--- src/rtl/pd_seq_pkg.sv ---
package pd_seq_pkg;
    typedef enum logic [1:0] {
        HS_OFF,
        HS_INRUSH,
        HS_ON
    } hs_state_e;

    typedef enum logic [2:0] {
        CV_OFF,
        CV_WAIT,
        CV_DISCH,
        CV_CHARGE,
        CV_SOFT,
        CV_RUN,
        CV_REFRESH
    } cv_state_e;
endpackage

--- src/rtl/pd_tick_timer.sv ---
module pd_tick_timer #(
    parameter int LIMIT = 84
) (
    input  logic clk,
    input  logic rst,
    input  logic clr,
    input  logic tick,
    output logic done
);
    localparam int W = $clog2(LIMIT + 1);
    localparam logic [W-1:0] LIM = W'(LIMIT);

    logic [W-1:0] cnt;

    always_ff @(posedge clk) begin
        if (rst || clr) begin
            cnt <= '0;
        end else if (tick && cnt != LIM) begin
            cnt <= cnt + 1'b1;
        end
    end

    assign done = (cnt == LIM);
endmodule

--- src/rtl/pd_hotswap_fsm.sv ---
module pd_hotswap_fsm
    import pd_seq_pkg::*;
(
    input  logic      clk,
    input  logic      rst,
    input  logic      vin_on,
    input  logic      vin_hold,
    input  logic      rtn_high,
    input  logic      inrush_lim,
    input  logic      tmr_done,
    output hs_state_e state,
    output logic      limiting,
    output logic      hs_en,
    output logic      ilim_op
);
    hs_state_e nxt;
    logic      lim_op;
    logic      lim_op_nxt;

    always_ff @(posedge clk) begin
        if (rst) begin
            state  <= HS_OFF;
            lim_op <= 1'b0;
        end else begin
            state  <= nxt;
            lim_op <= lim_op_nxt;
        end
    end

    always_comb begin
        nxt = state;
        unique case (state)
            HS_OFF:    if (vin_on && vin_hold && rtn_high) nxt = HS_INRUSH;
            HS_INRUSH: begin
                if (!vin_hold)               nxt = HS_OFF;
                else if (lim_op && tmr_done) nxt = HS_ON;
            end
            HS_ON:     if (!vin_hold) nxt = HS_OFF;
            default:   nxt = HS_OFF;
        endcase
        lim_op_nxt = (state == HS_INRUSH && nxt == HS_INRUSH) ? (lim_op || !inrush_lim) : 1'b0;
    end

    always_comb begin
        hs_en    = (state != HS_OFF);
        ilim_op  = (state == HS_ON) || lim_op;
        limiting = (state == HS_INRUSH) && !lim_op;
    end
endmodule

--- src/rtl/pd_conv_fsm.sv ---
module pd_conv_fsm
    import pd_seq_pkg::*;
(
    input  logic      clk,
    input  logic      rst,
    input  hs_state_e hs_state,
    input  logic      hs_limiting,
    input  logic      vin_hold,
    input  logic      bias_on,
    input  logic      bias_ll,
    input  logic      bias_off_ok,
    input  logic      ss_dis,
    input  logic      ss_ofs_lo,
    input  logic      ss_ofs_hi,
    input  logic      ss_hand,
    input  logic      psr_mode,
    input  logic      line_ok,
    input  logic      ss_forced_low,
    input  logic      thermal_sd,
    input  logic      refresh_done,
    output cv_state_e state,
    output logic      start_en,
    output logic      ss_dis_en,
    output logic      ss_chg_en,
    output logic      sw_en
);
    cv_state_e nxt;
    logic      stop;
    logic      rearm;
    logic      ofs_hit;

    always_ff @(posedge clk) begin
        if (rst) state <= CV_OFF;
        else     state <= nxt;
    end

    always_comb begin
        stop    = !bias_off_ok || hs_limiting || ss_forced_low || thermal_sd
                  || (hs_state == HS_OFF && !line_ok);
        rearm   = vin_hold && (hs_state != HS_OFF);
        ofs_hit = psr_mode ? ss_ofs_lo : ss_ofs_hi;
        nxt     = state;
        unique case (state)
            CV_OFF:  if (hs_state != HS_OFF) nxt = CV_WAIT;
            CV_WAIT: begin
                if (hs_state == HS_OFF)                             nxt = CV_OFF;
                else if (hs_state == HS_ON && bias_on && !stop)     nxt = CV_DISCH;
            end
            CV_DISCH, CV_CHARGE, CV_SOFT, CV_RUN, CV_REFRESH: begin
                if (stop) begin
                    nxt = rearm ? CV_WAIT : CV_OFF;
                end else begin
                    unique case (state)
                        CV_DISCH:   if (!ss_dis)      nxt = CV_CHARGE;
                        CV_CHARGE:  if (ofs_hit)      nxt = CV_SOFT;
                        CV_SOFT:    if (ss_hand)      nxt = CV_RUN;
                        CV_RUN:     if (!bias_ll)     nxt = CV_REFRESH;
                        CV_REFRESH: if (refresh_done) nxt = CV_RUN;
                        default:                      nxt = state;
                    endcase
                end
            end
            default: nxt = CV_OFF;
        endcase
    end

    always_comb begin
        start_en  = 1'b0;
        ss_dis_en = 1'b0;
        ss_chg_en = 1'b0;
        sw_en     = 1'b0;
        unique case (state)
            CV_OFF:     ;
            CV_WAIT:    start_en = 1'b1;
            CV_DISCH:   begin start_en = 1'b1; ss_dis_en = 1'b1; end
            CV_CHARGE:  begin start_en = 1'b1; ss_chg_en = 1'b1; end
            CV_SOFT:    begin start_en = 1'b1; ss_chg_en = 1'b1; sw_en = 1'b1; end
            CV_RUN:     begin ss_chg_en = 1'b1; sw_en = 1'b1; end
            CV_REFRESH: begin start_en = 1'b1; ss_chg_en = 1'b1; sw_en = 1'b1; end
            default:    ;
        endcase
    end
endmodule

--- src/rtl/pd_start_seq.sv ---
module pd_start_seq
    import pd_seq_pkg::*;
#(
    parameter int INRUSH_MS  = 84,
    parameter int REFRESH_MS = 4
) (
    input  logic clk,
    input  logic rst,
    input  logic ms_tick,
    input  logic vin_on,
    input  logic vin_hold,
    input  logic rtn_high,
    input  logic inrush_lim,
    input  logic bias_on,
    input  logic bias_ll,
    input  logic bias_off_ok,
    input  logic ss_dis,
    input  logic ss_ofs_lo,
    input  logic ss_ofs_hi,
    input  logic ss_hand,
    input  logic psr_mode,
    input  logic line_ok,
    input  logic ss_forced_low,
    input  logic thermal_sd,
    output logic hs_en,
    output logic ilim_op,
    output logic start_en,
    output logic ss_dis_en,
    output logic ss_chg_en,
    output logic sw_en
);
    hs_state_e hs_state;
    cv_state_e cv_state;
    logic      hs_limiting;
    logic      inrush_done;
    logic      refresh_done;

    pd_tick_timer #(.LIMIT(INRUSH_MS)) u_inrush_tmr (
        .clk  (clk),
        .rst  (rst),
        .clr  (hs_state != HS_INRUSH),
        .tick (ms_tick),
        .done (inrush_done)
    );

    pd_tick_timer #(.LIMIT(REFRESH_MS)) u_refresh_tmr (
        .clk  (clk),
        .rst  (rst),
        .clr  (cv_state != CV_REFRESH),
        .tick (ms_tick),
        .done (refresh_done)
    );

    pd_hotswap_fsm u_hs (
        .clk        (clk),
        .rst        (rst),
        .vin_on     (vin_on),
        .vin_hold   (vin_hold),
        .rtn_high   (rtn_high),
        .inrush_lim (inrush_lim),
        .tmr_done   (inrush_done),
        .state      (hs_state),
        .limiting   (hs_limiting),
        .hs_en      (hs_en),
        .ilim_op    (ilim_op)
    );

    pd_conv_fsm u_cv (
        .clk           (clk),
        .rst           (rst),
        .hs_state      (hs_state),
        .hs_limiting   (hs_limiting),
        .vin_hold      (vin_hold),
        .bias_on       (bias_on),
        .bias_ll       (bias_ll),
        .bias_off_ok   (bias_off_ok),
        .ss_dis        (ss_dis),
        .ss_ofs_lo     (ss_ofs_lo),
        .ss_ofs_hi     (ss_ofs_hi),
        .ss_hand       (ss_hand),
        .psr_mode      (psr_mode),
        .line_ok       (line_ok),
        .ss_forced_low (ss_forced_low),
        .thermal_sd    (thermal_sd),
        .refresh_done  (refresh_done),
        .state         (cv_state),
        .start_en      (start_en),
        .ss_dis_en     (ss_dis_en),
        .ss_chg_en     (ss_chg_en),
        .sw_en         (sw_en)
    );
endmodule

--- config.mk ---
export PLATFORM = sky130hd
export DESIGN_NAME = pd_start_seq
export DESIGN_NICKNAME = d
export VERILOG_FILES = /design/src/rtl/pd_seq_pkg.sv /design/src/rtl/pd_tick_timer.sv /design/src/rtl/pd_hotswap_fsm.sv /design/src/rtl/pd_conv_fsm.sv /design/src/rtl/pd_start_seq.sv
export SDC_FILE = /design/constraint.sdc
export NUM_CORES = 1
export LEC_CHECK = 0
export ABC_CLOCK_PERIOD_IN_PS = 5300
export BUFFER_PORTS_ARGS = -buffer_cell sky130_fd_sc_hd__buf_2
export CAP_MARGIN = 40
export CORE_MARGIN = 4
export CORE_UTILIZATION = 36
export DETAILED_ROUTE_END_ITERATION = 7
export PLACE_DENSITY = 0.55
export SYNTH_ARGS = -nofsm -noshare
export SYNTH_HDL_FRONTEND = slang
export SYNTH_SLANG_ARGS = --single-unit
--- constraint.sdc ---
create_clock -name clk -period 5.3 [get_ports clk]
set_clock_uncertainty 0.05 [all_clocks]
set_input_delay 0.795 -clock clk [delete_from_list [all_inputs] [get_ports clk]]
set_output_delay 0.795 -clock clk [all_outputs]
set_load 0.005 [all_outputs]
==> impl_summary.txt <==
----------------------------------------------------
[Outcome]
  Status ... complete, no violations

[Worst setup path]
  Type of element capturing the critical path ... output port
  R2R Setup Slk ... 3320 ps
  Cell count of the worst reg-to-reg path ... 6
  Critical Path Start Type ... flop
  Critical Path Sink ... sw_en
  Peak fanout along the critical path ... 16
  Worst flop-to-flop path startpoint ... u_cv.state[1]
  Path type of the worst setup path ... reg2out
  Data required time of the critical path ... 4450 ps
  Worst endpoint data arrival time ... 1630 ps
  Endpoint of the lowest-slack register-to-register path ... u_cv.state[0]
  Startpoint of the worst setup timing path ... u_cv.state[0]

[Yosys]
  Number of flops mapped to enable cells by yosys ... 0
  Register bit count reported by yosys ... 16
  Netlist area before placement ... 1104 um^2
  Multiplexer area fraction after synthesis ... 4.535%
  Share of the synthesized netlist area taken by xor and xnor gates ... 7.143%
  Asr flop ratio synth ... 0%
  Number of distinct library cells after synthesis ... 46
  Share of the synthesized area in compound gates (AO/OA/AOI/OAI) ... 19.05%
  Syn Area/Cell ... 8.489 um^2
  Number of nets in the synthesized netlist ... 153
  Most used DFF post-synth ... sky130_fd_sc_hd__dfxtp_1
  Share of synthesized cell area in and, or, nand and nor gates ... 28.80%
  Share of synthesized area occupied by flip-flops and latches ... 29.02%
  Synth Warn # ... 0
  Dominant combinational cell family by area after synthesis ... simple AND/OR/NAND/NOR gates
  Fraction of the mapped netlist area in adder cells ... 5.669%
  Mapped Cells ... 130

[Timing]
  Max transition margin ... 66.30%
  Post-route clock period utilization ... 46.64%
  Number of failing setup endpoints in the final timing report ... 0
  Setup_tns ... 0 ps
  Setup repair after global routing missed its margin ... false
  Hold Vio Cnt, Final ... 0
  Pins over their slew limit ... 0
  Maximum clock frequency ... 404.5 MHz
  Worst Hold Slack ... 488.2 ps
  Fin worst setup slack ... 2828 ps
  Post-layout min period ... 2472 ps
  Slew at the pin closest to its max-slew limit ... 504.8 ps

[Floorplanning]
  Die Area ... 4015 um^2
  Core ar. ... 2853 um^2
  Effective utilization at floorplan ... 38.68%
  Die width ... 63.37 um
  Site Rows ... 19
  Ports ... 24
  Die Y-Extent ... 63.37 um

[Run]
  Max_cap viols ... 0

[Placed design]
  Half-perimeter wire length of the detailed placement result ... 1877 um
  Count of input and output buffers ... 23
  Last weighted congestion value of the routability-driven placer ... 0.7398
  Worst slack after detailed placement ... 3116 ps
  Inst Count DP ... 178

[Global routing]
  Maximum number of pins on one net before global-route repair ... 17
  Initial antenna violation count ... 0
  Via count of the first global-routing pass ... 955
  Wire length of the first global-routing pass ... 4202 um
  Remaining Overflow, GRT ... 0
  GRT Resource Usage Total ... 12.74%

[Clocking]
  Clk slew on worst S/H paths ... 90 ps
  Number of clock sinks seen by CTS ... 16
  Maximum level of the CTS H-tree ... 1
  Clock insertion delay at the later pin of the skew report ... 280 ps
  Post-cts hold buffer count ... 0
  CTS Buf Count ... 3
  Maximum buffer depth of the clock tree ... 2
  Clock tree from TritonCTS ... built
  Post-CTS repair timing setup buffer count ... 0
  Count of cells resized by post-cts repair ... 0
  CTS root buffer ... sky130_fd_sc_hd__clkbuf_4

[Drt]
  Vias per std cell ... 5.414
  First DRT Iteration DRCs ... 57
  DR DRC count ... 0
  Routed wire length ... 2346 um
  Detail-routed net length per standard cell ... 12.96 um
  Via count of the routed design ... 980
  Number of detailed-routing iterations run before antenna repair ... 4
  Number of nets with antenna violations after routing ... 0

[Power and ir drop]
  Comb pwr share ... 28.7%
  Switching fraction of total power ... 33.03%
  Power density normalized to cell area ... 232.3 nW/um^2
  Power spent charging and discharging nets ... 95.32 uW
  IR Drop Worst-Case VDD ... 0.1158 mV
  Total power of the final layout ... 288.6 uW
  Share of total power in sequential cells ... 49.5%
  Internal Power ... 193.3 uW
  Leak pwr ... 0.0005135 uW
  Share of total power in the clock network ... 21.7%

[Final layout]
  Number of standard cells in the final layout excluding fillers ... 181
  Count of nets after finishing ... 175
  Most common cell after layout, fill and taps aside ... sky130_fd_sc_hd__buf_2
  Final antenna diode count ... 0
  Layout area overhead ... 12.58%
  Commonest cells after routing, fill and taps aside ... sky130_fd_sc_hd__buf_2, sky130_fd_sc_hd__nor2_1, sky130_fd_sc_hd__dfxtp_1
  Fraction of final layout cells with drive strength greater than 1 ... 24.00%

[Min path]
  Worst hold path class ... reg2reg

----------------------------------------------------
## power by group through the flow
stage	Sequential [uW]	Combinational, uW	Clock, uW
after global placement	145	81.6	0
final	143	83.0	62.7
after floorplan	133	73.8	0
after global routing	145	92.5	74.6
after detailed placement	145	82.9	0
after CTS	143	83.2	66.7
## critical path, cell delays in order (launching register included)
cell and delay, ps:
sky130_fd_sc_hd__dfxtp_1 650, sky130_fd_sc_hd__and3b_1 290, sky130_fd_sc_hd__or2_2 280, sky130_fd_sc_hd__buf_2 130
## sequential cells by signal (all words and copies together), names as in the netlist
signal / cells
u_hs.lim_op: 1
u_inrush_tmr.cnt: 7
u_hs.state: 2
u_refresh_tmr.cnt: 3
u_cv.state: 3
## per-stage QoR
step,instance area (um^2),util (%)
after global routing,1242,43.55
after CTS,1242,43.55
after detailed placement,1220,42.76
after global placement,1220,42.76
after floorplan,1104,-
final,1242,43.55
## cell type report
cell class	count	area, um^2
clock buffers	3	22.52
fillers	293	1610
inverters	7	26.28
multi-input cells	101	719.4
flip-flops and latches	16	320.3
well taps	31	38.79
repair buffers	23	115.1
## routing by layer
layer / up-vias / track usage [%] / wire length, um
met3: 2 / 3.730 / 136
met4: 0 / 3.235 / 12
met2: 23 / 22.03 / 1169
met1: 451 / 15.32 / 1028
met5: - / 0 / 0
li1: 504 / - / -
## cell usage after synthesis, drive strengths merged (4+ instances only)
master	n	share of area (%)
nor3	4	1.8
inv	7	2.4
xnor2	6	4.8
and3b	4	3.2
dfxtp	16	29
nand2	5	1.9
ha	5	5.7
buf	5	3.1
nor2	16	5.4
a21oi	6	2.7
o21ai	4	1.8
a31oi	4	2.8
nand2b	4	2.3
## kinds of logic after synthesis
group / count (synthesis)
simple gates: 55
compound gates: 28
flops: 16
buf+inv: 13
xor+xnor: 9
fa+ha+maj: 5
mux: 4
## worst min path at each step
stage / startpoint / end / slack [ps] / depth (start not counted)
final: u_inrush_tmr.cnt[6] / u_inrush_tmr.cnt[6] / 490 / 2
after global routing: u_inrush_tmr.cnt[6] / u_inrush_tmr.cnt[6] / 510 / 2
after CTS: u_inrush_tmr.cnt[6] / u_inrush_tmr.cnt[6] / 480 / 2
after detailed placement: u_inrush_tmr.cnt[6] / u_inrush_tmr.cnt[6] / 460 / 2
after global placement: u_inrush_tmr.cnt[6] / u_inrush_tmr.cnt[6] / 450 / 2
after floorplan: u_inrush_tmr.cnt[6] / u_inrush_tmr.cnt[6] / 430 / 2
(Power assumes the default switching activity.)
